--- config.mk ---
export PLATFORM = sky130hd
export DESIGN_NAME = psram_wr_seq
export DESIGN_NICKNAME = d
export VERILOG_FILES = /design/src/rtl/psram_wr_pkg.sv /design/src/rtl/psram_wr_timing.sv /design/src/rtl/psram_wr_fsm.sv /design/src/rtl/psram_wr_pins.sv /design/src/rtl/psram_wr_seq.sv
export SDC_FILE = /design/constraint.sdc
export NUM_CORES = 1
export LEC_CHECK = 0
export ABC_AREA = 1
export BUFFER_PORTS_ARGS = -buffer_cell sky130_fd_sc_hd__buf_2
export CORE_MARGIN = 4
export CORE_UTILIZATION = 45
export DETAILED_ROUTE_END_ITERATION = 12
export PLACE_DENSITY_LB_ADDON = 0.15
export SETUP_SLACK_MARGIN = 0.5
export SYNTH_ARGS = -nofsm -noshare
export SYNTH_HDL_FRONTEND = slang
export SYNTH_HIERARCHICAL = 1
export SYNTH_SLANG_ARGS = --single-unit
--- constraint.sdc ---
create_clock -name clk -period 8.7 [get_ports clk]
set_input_delay 0 -clock clk [delete_from_list [all_inputs] [get_ports clk]]
set_output_delay 0 -clock clk [all_outputs]
set_load 0.05 [all_outputs]
--- src/rtl/psram_wr_pkg.sv ---
package psram_wr_pkg;

  // Phases of one write cycle
  typedef enum logic [2:0] {
    ST_IDLE  = 3'd0,  // waiting for a request
    ST_SETUP = 3'd1,  // address and select out, write enable high
    ST_PULSE = 3'd2,  // write enable low, data driven
    ST_POST  = 3'd3,  // write enable high, hold/recovery
    ST_PAD   = 3'd4   // padding up to the minimum cycle
  } seq_state_t;

endpackage

--- src/rtl/psram_wr_timing.sv ---
module psram_wr_timing #(
  parameter int CNT_W = 8
) (
  input  logic             clk,
  input  logic             rst,
  input  logic [CNT_W-1:0] cfg_setup,
  input  logic [CNT_W-1:0] cfg_pulse,
  input  logic [CNT_W-1:0] cfg_sel_end,
  input  logic [CNT_W-1:0] cfg_recover,
  input  logic [CNT_W-1:0] cfg_hold,
  input  logic [CNT_W-1:0] cfg_cycle,
  output logic [CNT_W-1:0] setup_len,
  output logic [CNT_W-1:0] pulse_len,
  output logic [CNT_W-1:0] post_len,
  output logic [CNT_W-1:0] hold_len,
  output logic [CNT_W-1:0] cycle_min
);

  logic [CNT_W-1:0] setup_q, pulse_q, sel_end_q, recover_q, hold_q, cycle_q;
  logic [CNT_W-1:0] sel_rest;

  // Counts are sampled only while reset is high
  always_ff @(posedge clk) begin
    if (rst) begin
      setup_q   <= cfg_setup;
      pulse_q   <= cfg_pulse;
      sel_end_q <= cfg_sel_end;
      recover_q <= cfg_recover;
      hold_q    <= cfg_hold;
      cycle_q   <= cfg_cycle;
    end
  end

  always_comb begin
    setup_len = (setup_q == '0) ? CNT_W'(1) : setup_q;
    sel_rest  = (sel_end_q > setup_len) ? (sel_end_q - setup_len) : '0;
    pulse_len = (pulse_q > sel_rest) ? pulse_q : sel_rest;
    if (pulse_len == '0) pulse_len = CNT_W'(1);
    post_len  = (recover_q > hold_q) ? recover_q : hold_q;
    if (post_len == '0) post_len = CNT_W'(1);
    hold_len  = hold_q;
    cycle_min = cycle_q;
  end

endmodule

--- src/rtl/psram_wr_fsm.sv ---
module psram_wr_fsm
  import psram_wr_pkg::*;
#(
  parameter int ADDR_W = 22,
  parameter int DATA_W = 16,
  parameter int CNT_W  = 8,
  localparam int LANES = DATA_W / 8,
  localparam int TOT_W = CNT_W + 2
) (
  input  logic              clk,
  input  logic              rst,
  input  logic              req_valid,
  output logic              req_ready,
  input  logic [ADDR_W-1:0] req_addr,
  input  logic [DATA_W-1:0] req_data,
  input  logic [LANES-1:0]  req_be,
  input  logic [CNT_W-1:0]  setup_len,
  input  logic [CNT_W-1:0]  pulse_len,
  input  logic [CNT_W-1:0]  post_len,
  input  logic [CNT_W-1:0]  cycle_min,
  output seq_state_t        state,
  output logic [CNT_W-1:0]  phase,
  output logic [ADDR_W-1:0] addr_q,
  output logic [DATA_W-1:0] data_q,
  output logic [LANES-1:0]  be_q,
  output logic              done
);

  seq_state_t       state_q;
  logic [CNT_W-1:0] phase_q;
  logic [TOT_W-1:0] tot_q;     // index of the current cycle, 1 after accept
  logic             done_q;
  logic             cycle_met;

  assign cycle_met = (tot_q >= TOT_W'(cycle_min));

  always_ff @(posedge clk) begin
    if (rst) begin
      state_q <= ST_IDLE;
      phase_q <= '0;
      tot_q   <= '0;
      done_q  <= 1'b0;
      addr_q  <= '0;
      data_q  <= '0;
      be_q    <= '0;
    end else begin
      done_q <= 1'b0;
      unique case (state_q)
        ST_IDLE: begin
          if (req_valid) begin
            addr_q  <= req_addr;
            data_q  <= req_data;
            be_q    <= req_be;
            state_q <= ST_SETUP;
            phase_q <= '0;
            tot_q   <= TOT_W'(1);
          end
        end
        ST_SETUP: begin
          tot_q <= tot_q + TOT_W'(1);
          if (phase_q == setup_len - CNT_W'(1)) begin
            state_q <= ST_PULSE;
            phase_q <= '0;
          end else begin
            phase_q <= phase_q + CNT_W'(1);
          end
        end
        ST_PULSE: begin
          tot_q <= tot_q + TOT_W'(1);
          if (phase_q == pulse_len - CNT_W'(1)) begin
            state_q <= ST_POST;
            phase_q <= '0;
          end else begin
            phase_q <= phase_q + CNT_W'(1);
          end
        end
        ST_POST: begin
          tot_q <= tot_q + TOT_W'(1);
          if (phase_q == post_len - CNT_W'(1)) begin
            phase_q <= '0;
            if (cycle_met) begin
              state_q <= ST_IDLE;
              done_q  <= 1'b1;
            end else begin
              state_q <= ST_PAD;
            end
          end else begin
            phase_q <= phase_q + CNT_W'(1);
          end
        end
        ST_PAD: begin
          tot_q <= tot_q + TOT_W'(1);
          if (cycle_met) begin
            state_q <= ST_IDLE;
            done_q  <= 1'b1;
          end
        end
        default: state_q <= ST_IDLE;
      endcase
    end
  end

  assign req_ready = (state_q == ST_IDLE);
  assign state     = state_q;
  assign phase     = phase_q;
  assign done      = done_q;

endmodule

--- src/rtl/psram_wr_pins.sv ---
module psram_wr_pins
  import psram_wr_pkg::*;
#(
  parameter int ADDR_W = 22,
  parameter int DATA_W = 16,
  parameter int CNT_W  = 8,
  localparam int LANES = DATA_W / 8
) (
  input  seq_state_t        state,
  input  logic [CNT_W-1:0]  phase,
  input  logic [CNT_W-1:0]  hold_len,
  input  logic [ADDR_W-1:0] addr_q,
  input  logic [DATA_W-1:0] data_q,
  input  logic [LANES-1:0]  be_q,
  output logic [ADDR_W-1:0] ram_addr,
  output logic [DATA_W-1:0] ram_dq_out,
  output logic              ram_dq_oe,
  output logic              ram_sel_n,
  output logic              ram_wr_n,
  output logic              ram_rd_n,
  output logic [LANES-1:0]  ram_lane_n,
  output logic              ram_strobe_n,
  output logic              ram_cfg_sel
);

  logic active;
  logic sel;
  logic pulse;
  logic post_first;

  assign active     = |be_q;
  assign pulse      = (state == ST_PULSE);
  assign post_first = (state == ST_POST) && (phase == '0);
  assign sel        = active && ((state == ST_SETUP) || pulse || post_first);

  assign ram_sel_n  = ~sel;
  assign ram_wr_n   = ~(active && pulse);
  assign ram_dq_oe  = active && (pulse || ((state == ST_POST) && (phase < hold_len)));

  generate
    for (genvar g = 0; g < LANES; g++) begin : g_lane
      assign ram_lane_n[g] = ~(sel && be_q[g]);
    end
  endgenerate

  assign ram_addr     = addr_q;
  assign ram_dq_out   = data_q;
  assign ram_rd_n     = 1'b1;
  assign ram_strobe_n = 1'b0;
  assign ram_cfg_sel  = 1'b0;

endmodule

--- src/rtl/psram_wr_seq.sv ---
module psram_wr_seq
  import psram_wr_pkg::*;
#(
  parameter int ADDR_W = 22,
  parameter int DATA_W = 16,
  parameter int CNT_W  = 8,
  localparam int LANES = DATA_W / 8
) (
  input  logic              clk,
  input  logic              rst,
  input  logic [CNT_W-1:0]  cfg_setup,
  input  logic [CNT_W-1:0]  cfg_pulse,
  input  logic [CNT_W-1:0]  cfg_sel_end,
  input  logic [CNT_W-1:0]  cfg_recover,
  input  logic [CNT_W-1:0]  cfg_hold,
  input  logic [CNT_W-1:0]  cfg_cycle,
  input  logic              req_valid,
  output logic              req_ready,
  input  logic [ADDR_W-1:0] req_addr,
  input  logic [DATA_W-1:0] req_data,
  input  logic [LANES-1:0]  req_be,
  output logic              wr_done,
  output logic [ADDR_W-1:0] ram_addr,
  output logic [DATA_W-1:0] ram_dq_out,
  output logic              ram_dq_oe,
  output logic              ram_sel_n,
  output logic              ram_wr_n,
  output logic              ram_rd_n,
  output logic [LANES-1:0]  ram_lane_n,
  output logic              ram_strobe_n,
  output logic              ram_cfg_sel
);

  logic [CNT_W-1:0]  setup_len, pulse_len, post_len, hold_len, cycle_min;
  seq_state_t        state;
  logic [CNT_W-1:0]  phase;
  logic [ADDR_W-1:0] addr_q;
  logic [DATA_W-1:0] data_q;
  logic [LANES-1:0]  be_q;

  psram_wr_timing #(.CNT_W(CNT_W)) timing_i (
    .clk        (clk),
    .rst        (rst),
    .cfg_setup  (cfg_setup),
    .cfg_pulse  (cfg_pulse),
    .cfg_sel_end(cfg_sel_end),
    .cfg_recover(cfg_recover),
    .cfg_hold   (cfg_hold),
    .cfg_cycle  (cfg_cycle),
    .setup_len  (setup_len),
    .pulse_len  (pulse_len),
    .post_len   (post_len),
    .hold_len   (hold_len),
    .cycle_min  (cycle_min)
  );

  psram_wr_fsm #(.ADDR_W(ADDR_W), .DATA_W(DATA_W), .CNT_W(CNT_W)) fsm_i (
    .clk      (clk),
    .rst      (rst),
    .req_valid(req_valid),
    .req_ready(req_ready),
    .req_addr (req_addr),
    .req_data (req_data),
    .req_be   (req_be),
    .setup_len(setup_len),
    .pulse_len(pulse_len),
    .post_len (post_len),
    .cycle_min(cycle_min),
    .state    (state),
    .phase    (phase),
    .addr_q   (addr_q),
    .data_q   (data_q),
    .be_q     (be_q),
    .done     (wr_done)
  );

  psram_wr_pins #(.ADDR_W(ADDR_W), .DATA_W(DATA_W), .CNT_W(CNT_W)) pins_i (
    .state       (state),
    .phase       (phase),
    .hold_len    (hold_len),
    .addr_q      (addr_q),
    .data_q      (data_q),
    .be_q        (be_q),
    .ram_addr    (ram_addr),
    .ram_dq_out  (ram_dq_out),
    .ram_dq_oe   (ram_dq_oe),
    .ram_sel_n   (ram_sel_n),
    .ram_wr_n    (ram_wr_n),
    .ram_rd_n    (ram_rd_n),
    .ram_lane_n  (ram_lane_n),
    .ram_strobe_n(ram_strobe_n),
    .ram_cfg_sel (ram_cfg_sel)
  );

endmodule

### After elaboration in Yosys (flattened, before gate mapping)

Index checks and enable logic that the tools add are counted.

| storage, ports and cells | value |
|---|---|
| flip-flop bits (word level) | 110 |
| bits of input ports | 91 |

| operators by class | value |
|---|---|
| add/subtract/negate cells | 6 |
| $lt $le $gt $ge | 5 |
| equality and inequality tests | 12 |
| mux-type cells | 23 |
| bitwise gates (word level) | 4 |
| reductions and logical operators | 23 |

Operators by type and width:

| operator | number |
|---|---|
| 8-bit two-way mux | 10 |
| 8-bit logical NOT | 4 |
| 8-bit case mux with 4 select lines | 1 |
| 8-bit equality test | 3 |
| 8-bit greater-than comparator | 3 |
| 8-bit by 1-bit subtractor with 8-bit output (second input constant) | 3 |
| 10-bit case mux with 2 select lines | 1 |
| 3-bit two-way mux | 6 |
| 3-bit case mux with 5 select lines | 1 |
| 10-bit by 1-bit adder with 10-bit output (second input constant) | 1 |
| 10-bit by 8-bit greater-or-equal comparator with 1-bit output | 1 |
| 10-bit two-way mux | 1 |
| 8-bit by 1-bit adder with 8-bit output (second input constant) | 1 |
| 8-bit < comparator | 1 |
| 8-bit subtractor | 1 |
| 1-bit logical AND | 7 |
| 3-bit by 2-bit equality test with 1-bit output (second input constant) | 2 |
| 2-bit by 1-bit inequality test with 1-bit output (second input constant) | 3 |
| 2-bit AND reduction | 3 |
| 5-bit AND reduction | 1 |
| 2-bit inequality test (second input constant) | 2 |
| 1-bit NOT | 4 |
| 4-bit nonzero test | 1 |
| 4-bit OR reduction | 1 |
| 8 further kinds | 11 |

### Longest topological paths before layout

| logic depth | value |
|---|---|
| depth in word-level cells | 12 |
| mapped depth | 43 |
| depth with buffers taken out | 43 |

### Cells and area by module

The synthesis kept the hierarchy.

Modules (own cells, without submodules):

| module | times used | cells an instance | area an instance (µm²) | seq. area each (µm²) |
|---|---|---|---|---|
| psram_wr_fsm | 1 | 560 | 3583.4 | 1241.2 |
| psram_wr_timing | 1 | 282 | 2723.9 | 1441.4 |
| psram_wr_pins | 1 | 93 | 584.3 | 0.0 |

### Least setup slack after synthesis

No wires, ideal clock.

| timing | value |
|---|---|
| path kind | register -> register |
| from | reg timing_i.setup_q[3] |
| to | reg fsm_i.state_q[1], in the netlist fsm_i/state[1] |
| library setup time | 115 ps |
| data arrival time | 4601 ps |
| data required time | 8585 ps |
| path slack | 3984 ps |
| stages on the path, launching flop included | 38 |
| path buffers | 0 |
| path through | edfxtp_1 -> nor4_1 -> a41o_1 -> ha_1 -> inv_1 -> fa_1 -> nand2_1 -> nand2_1 -> nand3_1 -> nand2_1 -> nand2_1 -> nand2_1 -> nor2_1 -> inv_1 -> ha_1 -> nand2_1 -> nor2_1 -> nand4_2 -> [2 not listed] -> nand2_1 -> nand2_1 -> nor2_1 -> nand3_1 -> nand2_1 -> inv_1 -> ha_1 -> or2_2 -> nand2_1 -> nor2_1 -> nand2_1 -> nor2_1 -> nand4_1 -> nor2_2 -> nor2_2 -> nor2_8 -> a21oi_1 -> nor2_1 |

| between the ends | value |
|---|---|
| longest elaborated chain between the ends | 12 |
| elaborated cells between the ends (all ways) | 16 |
| those cells by class | add/sub: 3; order compare: 2; eq/ne: 4; mux: 4; reduce/logical: 3 |

Ends and longest elaborated chain:

| element | RTL line | text |
|---|---|---|
| start, declared | psram_wr_timing.sv:19 | `logic [CNT_W-1:0] setup_q, pulse_q, sel_end_q, recover_q, hold_q, cycle_q;` |
| start signal, assigned | psram_wr_timing.sv:25 | `setup_q <= cfg_setup;` |
| 8-bit logical NOT * | psram_wr_timing.sv:35 | `setup_len = (setup_q == '0) ? CNT_W'(1) : setup_q;` |
| 8-bit two-way mux * | psram_wr_timing.sv:35 |  |
| net setup_len[0] | psram_wr_seq.sv:34 | `logic [CNT_W-1:0] setup_len, pulse_len, post_len, hold_len, cycle_min;` |
| 8-bit subtractor or 8-bit greater-than comparator (tied branches) | psram_wr_timing.sv:36 | `sel_rest = (sel_end_q > setup_len) ? (sel_end_q - setup_len) : '0;` |
| 8-bit two-way mux * | psram_wr_timing.sv:36 |  |
| 8-bit greater-than comparator | psram_wr_timing.sv:37 | `pulse_len = (pulse_q > sel_rest) ? pulse_q : sel_rest;` |
| 8-bit two-way mux * | psram_wr_timing.sv:37 |  |
| 8-bit logical NOT | psram_wr_timing.sv:38 | `if (pulse_len == '0) pulse_len = CNT_W'(1);` |
| 8-bit two-way mux * | psram_wr_timing.sv:38 |  |
| net pulse_len[5] | psram_wr_seq.sv:34 |  |
| 8-bit by 1-bit subtractor with 8-bit output * | psram_wr_fsm.sv:70 | `if (phase_q == pulse_len - CNT_W'(1)) begin` |
| 8-bit equality test * | psram_wr_fsm.sv:70 |  |
| 2-bit inequality test (no source line) * | - |  |
| 5-bit AND reduction (no source line) * | - |  |
| end signal, assigned | psram_wr_fsm.sv:71 | `state_q <= ST_POST;` |
| end signal, assigned | psram_wr_fsm.sv:82 | `state_q <= ST_IDLE;` |
| end signal, assigned | psram_wr_fsm.sv:85 | `state_q <= ST_PAD;` |
| end, declared | psram_wr_fsm.sv:29 | `seq_state_t state_q;` |

The timed path passes the listed nets; every way through them passes the cells marked *.
A chain may end at the register's enable or synchronous reset.

### Worst setup path after layout

| timing | value |
|---|---|
| from | reg timing_i.setup_q[3] |
| to | reg fsm_i.phase_q[2], in the netlist fsm_i/phase[2] |

| between the ends | value |
|---|---|
| longest elaborated chain between the ends | 12 |
| elaborated cells between the ends (all ways) | 16 |
| those cells by class | add/sub: 3; order compare: 2; eq/ne: 2; mux: 7; reduce/logical: 2 |

Ends and longest elaborated chain:

| element | RTL line | text |
|---|---|---|
| 8-bit logical NOT * | psram_wr_timing.sv:35 |  |
| 8-bit two-way mux * | psram_wr_timing.sv:35 |  |
| net setup_len[0] | psram_wr_seq.sv:34 |  |
| 8-bit subtractor or 8-bit greater-than comparator (tied branches) | psram_wr_timing.sv:36 |  |
| 8-bit two-way mux * | psram_wr_timing.sv:36 |  |
| 8-bit greater-than comparator | psram_wr_timing.sv:37 |  |
| 8-bit two-way mux * | psram_wr_timing.sv:37 |  |
| 8-bit logical NOT | psram_wr_timing.sv:38 |  |
| 8-bit two-way mux * | psram_wr_timing.sv:38 |  |
| net pulse_len[5] | psram_wr_seq.sv:34 |  |
| 8-bit by 1-bit subtractor with 8-bit output * | psram_wr_fsm.sv:70 |  |
| 8-bit equality test * | psram_wr_fsm.sv:70 |  |
| 8-bit two-way mux * | psram_wr_fsm.sv:70 |  |
| 8-bit case mux with 4 select lines * | psram_wr_fsm.sv:48 | `unique case (state_q)` |
| end signal, assigned | psram_wr_fsm.sv:65 | `phase_q <= phase_q + CNT_W'(1);` |
| end signal, assigned | psram_wr_fsm.sv:74 | `phase_q <= phase_q + CNT_W'(1);` |
| end signal, assigned | psram_wr_fsm.sv:88 | `phase_q <= phase_q + CNT_W'(1);` |
| end, declared | psram_wr_fsm.sv:30 | `logic [CNT_W-1:0] phase_q;` |

Marks and branches as above.

==> metrics.csv <==
stage,metric,value,unit
synth,synth_edf_count,48,
global_route,grt_usage,0.188,
worst_setup_path,critPathKind,flop to flop,
sta,fin_tns_setup,0,ps
sta,slew_headroom,0.433,
cts,holdBufCountCts,88,
sta,setup_viol,0,
die,coreArea,14800,µm²
synth,synth_warnings,6,
placed_design,dp_slack,3470,ps
worst_setup_path,crit_path_end_kind,flop,
worst_setup_path,crit_fanout,9,
sta,rsz0062_at_grt,false,
power,cellLeakagePower,4.24,nW
layout,largest_reg_flops,22,
die,die_area,17400,µm²
layout,antenna_cells,0,
global_route,grtUsageMet3,0.0382,
worst_setup_path,crit_arrival,5550,ps
synth,synth_cell_types,43,
global_route,grt_busiest_layer,met2,
layout,areaGrowthSynthToFinish,24.8,%
sta,tightest_slew,848,ps
synth,synthCells,935,
routing,routed_via_density,4.73,
synth,seq_area_frac_synth,0.389,
sta,fin_crit_sh,0.610,
sta,drv_slew,0,
routing,drt_iter0_drc,376,
sta,period_needed,5310,ps
cts,root_buffer,clkbuf_16,
power,power_density,219,nW/µm²
cts,clock-sinks,110,
global_route,grt_overflow,0,
worst_setup_path,crit_required,8950,ps
synth,async_flop_share,0,
layout,largest-register,fsm_i/addr_q,
global_route,met2_usage,0.332,
synth,yosys-top-cells-count,"272 x nand2_1, 124 x inv_1, 93 x nor2_1, 68 x a21oi_1, 62 x dfxtp_1",
synth,syn-cell-area,6890,µm²
cts,clock_latency,350,ps
die,start_util,0.467,
placed_design,gp_congestion,0.897,
cts,cts_max_level,3,
routing,firstDrtPassIters,5,
global_route,grt_pass1_wl,27300,µm
layout,largest_registers,"fsm_i/addr_q (22), fsm_i/data_q (16), fsm_i/tot_q (10)",
synth,yosys-top-cells-area,"edfxtp_1 21%, dfxtp_1 18%, nand2_1 15%",
run_status,status,completed,
placed_design,io_buffers,135,
placed_design,dp_hpwl,11300,µm
die,row_count,44,
min_path,hold_path_class,primary input to flop,
sta,timing.hold.ws,119,ps
cts,cts_resized,0,
synth,synth_flop_cell,dfxtp_1,
power,power,1.88,mW
synth,yosysTopAreaCellShare,0.209,
sta,finalHoldViolations,0,
global_route,first_global_vias,5850,
layout,finalNetCount,1241,
synth,synth_area_per_cell,7.37,µm²
cts,cts_made_buffers,9,
die,die_x,132,µm
routing,wl,16200,µm
die,pin_count,139,
cts,cts.clk_slew.worst_paths,80,ps
sta,fmax,0.188,GHz
global_route,grt_max_degree,54,
routing,wl_per_cell,12.5,µm
worst_setup_path,cp_slowest_cell,edfxtp_1,
synth,yosysTopAreaCell,edfxtp_1,
sta,layout_setup_ws,3390,ps
worst_setup_path,cpMostUsedCell,nand2_1,
layout,fill_cells,1365,
job,max_cap_violations,0,
sta,fin_skew,11.5,ps
routing,antenna_left,0,
cts,clockBufferDepth,2,
synth,synth_seq_cells,110,
die,die_h,132,µm
routing,vias,6122,
global_route,use_met1,0.228,
worst_setup_path,critPathLaunchType,flop,
worst_setup_path,slowest_delay,460,ps
synth,synth_most_common_cell,nand2_1,
routing,drc,0,
global_route,antenna_found_initial,0,
power,ir_worst_vdd,0.000135,V
cts,cts_tree,yes,
layout,drive_above_1_share,0.166,
cts,cts_setup_buffers,0,
-- per-layer routing --
layer | up-vias | wire length (µm)
met5 | - | 0
met4 | 0 | 384
met3 | 25 | 620
met2 | 131 | 7990
met1 | 2718 | 7210
li1 | 3248 | -
-- area by class of cell --
cell class | instances | area [µm²] | share of cell area
Timing Repair Buffer | 225 | 1570 | 0.183
Multi-Input combinational cell | 632 | 3310 | 0.385
Inverter | 127 | 477 | 0.0554
Clock buffer | 10 | 250 | 0.0291
Sequential cell | 110 | 2680 | 0.312
Tap cell | 184 | 230 | 0.0268
Clock inverter | 6 | 72.6 | 0.00844
-- logic make-up after synthesis --
| family | after synthesis | share of synthesized area |
|---|---|---|
| AO/OA/AOI/OAI | 92 | 0.0714 |
| XOR/XNOR | 19 | 0.0261 |
| adder cells (fa/ha/maj) | 45 | 0.0828 |
| buffers and inverters | 194 | 0.131 |
| flip-flops | 110 | 0.389 |
| other | 2 | 0.00109 |
| AND/OR/NAND/NOR | 473 | 0.299 |
-- final timing paths --
path	from	to	slack, ps	cells past startpoint
setup / recovery	timing_i/setup_q[3]$_DFFE_PP_	fsm_i/phase[2]$_SDFFE_PP0P_	3390	38
hold reg to reg	fsm_i/tot_q[9]$_SDFFE_PP0P_	fsm_i/tot_q[9]$_SDFFE_PP0P_	450	1
setup reg to reg	timing_i/setup_q[3]$_DFFE_PP_	fsm_i/phase[2]$_SDFFE_PP0P_	3390	38
hold / removal	req_valid	fsm_i/state[2]$_SDFFE_PP0P_	120	5
-- where the power goes --
| part | total, mW | leakage (nW) | switching [mW] | internal, mW |
|---|---|---|---|---|
| registers | 0.656 | 0.975 | 0.0492 | 0.607 |
| clock network | 0.446 | 0.162 | 0.200 | 0.246 |
| logic | 0.777 | 3.11 | 0.527 | 0.249 |
-- cell usage in the layout, fill, tap and decap left out, drive strengths merged --
master,netlist,routed
nand2,284,284
buf,47,137
inv,127,131
nor2,100,100
dlygate4sd3,0,88
a21oi,68,68
dfxtp,62,62
edfxtp,48,48
nand3,48,48
ha,44,44
nand3b,14,14
o21ai,13,13
nor3,12,12
xor2,11,11
clkbuf,20,10
nand4,8,8
xnor2,7,7
o21a,4,4
conb,2,3
or2,3,3
a31oi,2,2
nor4,2,2
clkinv,0,1
bufinv,0,1
and2,1,1
xnor3,1,1
and3,1,1
o211ai,1,1
a211oi,1,1
a21o,1,1
a41o,1,1
o21bai,1,1
fa,1,1
-- per-stage QoR --
stage           util  cell area, µm²  cells
6_report       0.583            8600   1294
5_1_grt        0.583            8600   1294
4_1_cts        0.583            8600   1294
3_5_place_dp   0.501            7390   1190
3_3_place_gp   0.501            7390   1190
2_1_floorplan      -            6900    936
-- worst max-delay path, delay by kind of cell (launching register included) --
family	cells	cell delay (ps)
flip-flops	1	460
AO/OA/AOI/OAI	2	420
buffers and inverters	5	470
AND/OR/NAND/NOR	27	2860
adder cells (fa/ha/maj)	4	1010
(Power assumes the default switching activity.)
